### src/rtl/restore_div_pkg.sv
package restore_div_pkg;

  // Number of subtraction rows (and quotient bits) for an N/M array.
  function automatic int unsigned row_count(input int unsigned n, input int unsigned m);
    return n - m + 1;
  endfunction

endpackage

### src/rtl/restore_div_cell.sv
module restore_div_cell (
  input  logic min_i,    // minuend bit
  input  logic sub_i,    // subtrahend bit
  input  logic bin_i,    // borrow in from the less significant cell
  input  logic keep_i,   // row top borrow: 1 keeps the minuend
  output logic bout_o,   // borrow out to the more significant cell
  output logic res_o     // selected result bit
);

  logic diff;

  always_comb begin
    diff   = min_i ^ sub_i ^ bin_i;
    bout_o = (~min_i & sub_i) | (~(min_i ^ sub_i) & bin_i);
    res_o  = keep_i ? min_i : diff;
  end

endmodule

### src/rtl/restore_div_row.sv
module restore_div_row #(
  parameter int unsigned M = 3
) (
  input  logic [M:0]   win_i,   // M+1 bit window of the partial remainder
  input  logic [M-1:0] dvs_i,   // divisor
  output logic [M:0]   win_o,   // window passed to the next row
  output logic         qbit_o   // quotient bit of this row
);

  localparam int unsigned W = M + 1;

  logic [W:0]   chain;
  logic         top_borrow;

  assign chain[0]   = 1'b0;
  assign top_borrow = chain[W];
  assign qbit_o     = ~top_borrow;

  for (genvar k = 0; k < W; k++) begin : g_cell
    logic sub_bit;
    if (k < M) begin : g_dvs
      assign sub_bit = dvs_i[k];
    end else begin : g_pad
      assign sub_bit = 1'b0;
    end

    restore_div_cell u_cell (
      .min_i  (win_i[k]),
      .sub_i  (sub_bit),
      .bin_i  (chain[k]),
      .keep_i (top_borrow),
      .bout_o (chain[k+1]),
      .res_o  (win_o[k])
    );
  end

  always_comb begin

    borrow_match_chk: assert (top_borrow == (win_i < {1'b0, dvs_i}))
      else $error("row borrow disagrees with window compare");
    if (!top_borrow) begin

      take_diff_chk: assert (win_o == win_i - {1'b0, dvs_i})
        else $error("row did not pass on its difference");
    end else begin

      restore_chk: assert (win_o == win_i)
        else $error("row did not restore its minuend");
    end
  end

endmodule

### src/rtl/restore_div_array.sv
module restore_div_array
  import restore_div_pkg::*;
#(
  parameter int unsigned N = 8,
  parameter int unsigned M = 4
) (
  input  logic [N-1:0]                      dvd_i,
  input  logic [M-1:0]                      dvs_i,
  output logic [row_count(N, M)-1:0]        quo_o,
  output logic [N-1:0]                      rem_o
);

  localparam int unsigned Q = row_count(N, M);

  // Partial remainder entering each row, one guard bit above the dividend.
  logic [Q:0][N:0] pr;

  assign pr[0] = {1'b0, dvd_i};

  for (genvar r = 0; r < Q; r++) begin : g_row
    localparam int unsigned LO = N - M - r;
    logic [M:0] w_in;
    logic [M:0] w_out;
    logic [N:0] nxt;

    assign w_in = pr[r][LO +: M+1];

    restore_div_row #(.M(M)) u_row (
      .win_i  (w_in),
      .dvs_i  (dvs_i),
      .win_o  (w_out),
      .qbit_o (quo_o[Q-1-r])
    );

    always_comb begin
      nxt            = pr[r];
      nxt[LO +: M+1] = w_out;
    end

    assign pr[r+1] = nxt;
  end

  assign rem_o = pr[Q][N-1:0];

  always_comb begin
    if (dvs_i == '0) begin

      zero_dvs_chk: assert (quo_o == '1 && rem_o == dvd_i)
        else $error("zero divisor result wrong");
    end
    if (dvs_i != '0 && (dvd_i >> Q) < N'(dvs_i)) begin

      rem_below_dvs_chk: assert (rem_o < N'(dvs_i))
        else $error("remainder not below divisor");
    end
  end

endmodule

### config.mk
export PLATFORM = sky130hd
export DESIGN_NAME = restore_div_array
export DESIGN_NICKNAME = d
export VERILOG_FILES = /design/src/rtl/restore_div_pkg.sv /design/src/rtl/restore_div_cell.sv /design/src/rtl/restore_div_row.sv /design/src/rtl/restore_div_array.sv
export SDC_FILE = /design/constraint.sdc
export NUM_CORES = 1
export LEC_CHECK = 0
export BUFFER_PORTS_ARGS = -buffer_cell sky130_fd_sc_hd__buf_4
export CORE_MARGIN = 2
export CORE_UTILIZATION = 35
export DETAILED_ROUTE_END_ITERATION = 6
export GPL_TIMING_DRIVEN = 0
export PLACE_DENSITY = 0.57
export SLEW_MARGIN = 20
export SYNTH_ARGS = -nofsm -noshare
export SYNTH_HDL_FRONTEND = slang
export SYNTH_SLANG_ARGS = --single-unit
### constraint.sdc
create_clock -name vclk -period 19.38
set_input_delay 3.876 -clock vclk [all_inputs]
set_output_delay 3.876 -clock vclk [all_outputs]
set_load 0.01 [all_outputs]
==> results.cfg <==
[critical_path]
cp.arrival_ns = 13.27
crit_path_end_kind = primary output
criticalPathCategory = in -> out
slowest_delay_ns = 0.47
critical-path-slowest-cell = fa_1
start_kind = input pin
worst-path-max-fanout = 10
crit_top_cell = fa_1
crit_required_ns = 15.50

[route]
vias_per_cell = 4.77
drtPass1Iterations = 3
drc_errors = 0
dr.first_iter.drc_count = 3
wire_per_inst_um = 10.7
wirelength_um = 1810
final_antenna_net_count = 0
via_count = 806

[cells_and_area]
finish.utilization_pct = 44.8
seqCellArea_um2 = 0
final_common_cell = buf_4
seq_cells = 0
nClkBuffers = 0
drive_above_1_share_pct = 39.9
final_nets = 172
diodes = 0
syn_to_final_growth_pct = 22.7
layout_common_cells = buf_4 (38), inv_1 (22), fa_1 (14)

[timing]
slew_headroom_pct = 66.0
period_share_pct = 88.5
fmax_ghz = 0.0583
rsz0062_at_grt = no
finalSetupViolations = 0
setup_slack_ns = 2.23
drv_slew = 0
min_period_ns = 17.15
finalSetupTns_ns = 0
finalHoldViolations = 0
tightest_slew_ns = 0.496

[yosys]
synth.avg_cell_area_um2 = 8.84
netlist.area_leader.share_pct = 28.1
yosysSeqAreaShare_pct = 0
synth_fp_nets = 145
yosysUniqueCellTypes = 38
syn-cell-area_um2 = 998
synth_area_leader_cell = fa_1
synth_area_leaders = fa_1 (28%), buf_4 (9.8%), inv_1 (8.3%)
yosysWarnings = 0
syn_inst = 113

[placement]
hpwl_um = 1660
io_buffers = 25
dp_slack_ns = 2.18
place.gp.congestion = 0.754

[min_path]
min_to = rem_o[1]
hp-class = in -> out
min_path_cells = 4
hp-start = dvd_i[1]

[power]
p_per_area_nw_per_um2 = 150
p_leak_nw = 0.606
ir_worst_vdd_mv = 0.102

[cts]
cts_setup_buffers = 0
cts_resized = 0
hold_buffers = 0

[global_routing]
gr-total-overflow = 0
grt_pass1_wl_um = 3460
grt_max_degree = 11
track_usage_pct = 12.3
antenna_found_initial = 0
grt_pass1_vias = 762

[floorplan]
start_util_pct = 36.5
std_cell_rows = 19
pin_count = 25
fp.dieW_um = 57.4
die_area_um2 = 3300
die_h_um = 57.4
core_um2 = 2730

[status]
status = complete, no violations

[flow_run]
max-cap-violations = 0
-- worst max-delay path by stage --
stage / from / endpoint / slack (ns) / cells after the start
2_1_floorplan: dvd_i[4] / rem_o[1] / 3.17 / 43
3_3_place_gp: dvd_i[4] / rem_o[2] / 2.27 / 45
3_5_place_dp: dvd_i[4] / rem_o[1] / 2.18 / 45
4_1_cts: dvd_i[4] / rem_o[1] / 2.14 / 45
5_1_grt: dvd_i[4] / rem_o[1] / 1.59 / 45
6_report: dvd_i[4] / rem_o[1] / 2.23 / 45
-- power by group --
group | total [W] | switching (W) | leakage [nW] | internal, W
sequential | 0 | 0 | 0 | 0
clock | 0 | 0 | 0 | 0
combinational | 0.000183 | 0.0000822 | 0.606 | 0.000101
total | 0.000183 | 0.0000822 | 0.606 | 0.000101
-- worst max-delay path: cells and delay by family --
family                   cells  cell delay, ns
XOR/XNOR                     1            0.10
buffers and inverters       13            1.07
AO/OA/AOI/OAI               10            1.91
AND/OR/NAND/NOR              3            0.41
adder cells (fa/ha/maj)     16            5.42
multiplexers                 2            0.46
-- routing by layer --
metal	vias to the layer above	track usage (%)	share of wire (%)
met2	16	22.6	53
li1	412	-	-
met3	0	0.227	3.9
met1	378	17.2	43
met4	0	0	0
met5	-	0	0
-- through the flow --
step	cell area, µm²	instances	hold slack, ns	total power, W
5_1_grt	1220	169	8.18	0.000202
2_1_floorplan	998	113	7.97	0.000134
3_3_place_gp	1220	169	8.15	0.000182
6_report	1220	169	8.16	0.000183
4_1_cts	1220	169	8.16	0.000186
3_5_place_dp	1220	169	8.16	0.000185
-- cell usage after synthesis, types with 2 or more instances --
master / n
a211oi_1: 2
a221o_1: 3
and2_1: 2
buf_4: 13
fa_1: 14
ha_1: 6
inv_1: 22
mux2_2: 2
mux2i_1: 5
nand2_1: 8
nor2_1: 7
o21ai_1: 3
-- cells by family (layout without fill, tap and decap cells) --
kind of cell	count (synthesis)	in the layout	share of synthesized area, %
adders and majority gates	20	20	35.6
xor gates and xnor gates	1	1	0.877
and+or+nand+nor	26	26	13.8
AOI/OAI and AO/OA	21	21	21.6
muxes	8	8	8.65
buffers and inverters	37	62	19.5
-- layout make-up --
class	instances	area, µm²
tap	31	38.8
fill	278	1510
inverter	24	97.6
multi-input combinational	76	803
buffer	13	97.6
timing repair buffer	25	188
Note: power is estimated with default switching activity, not from simulation.
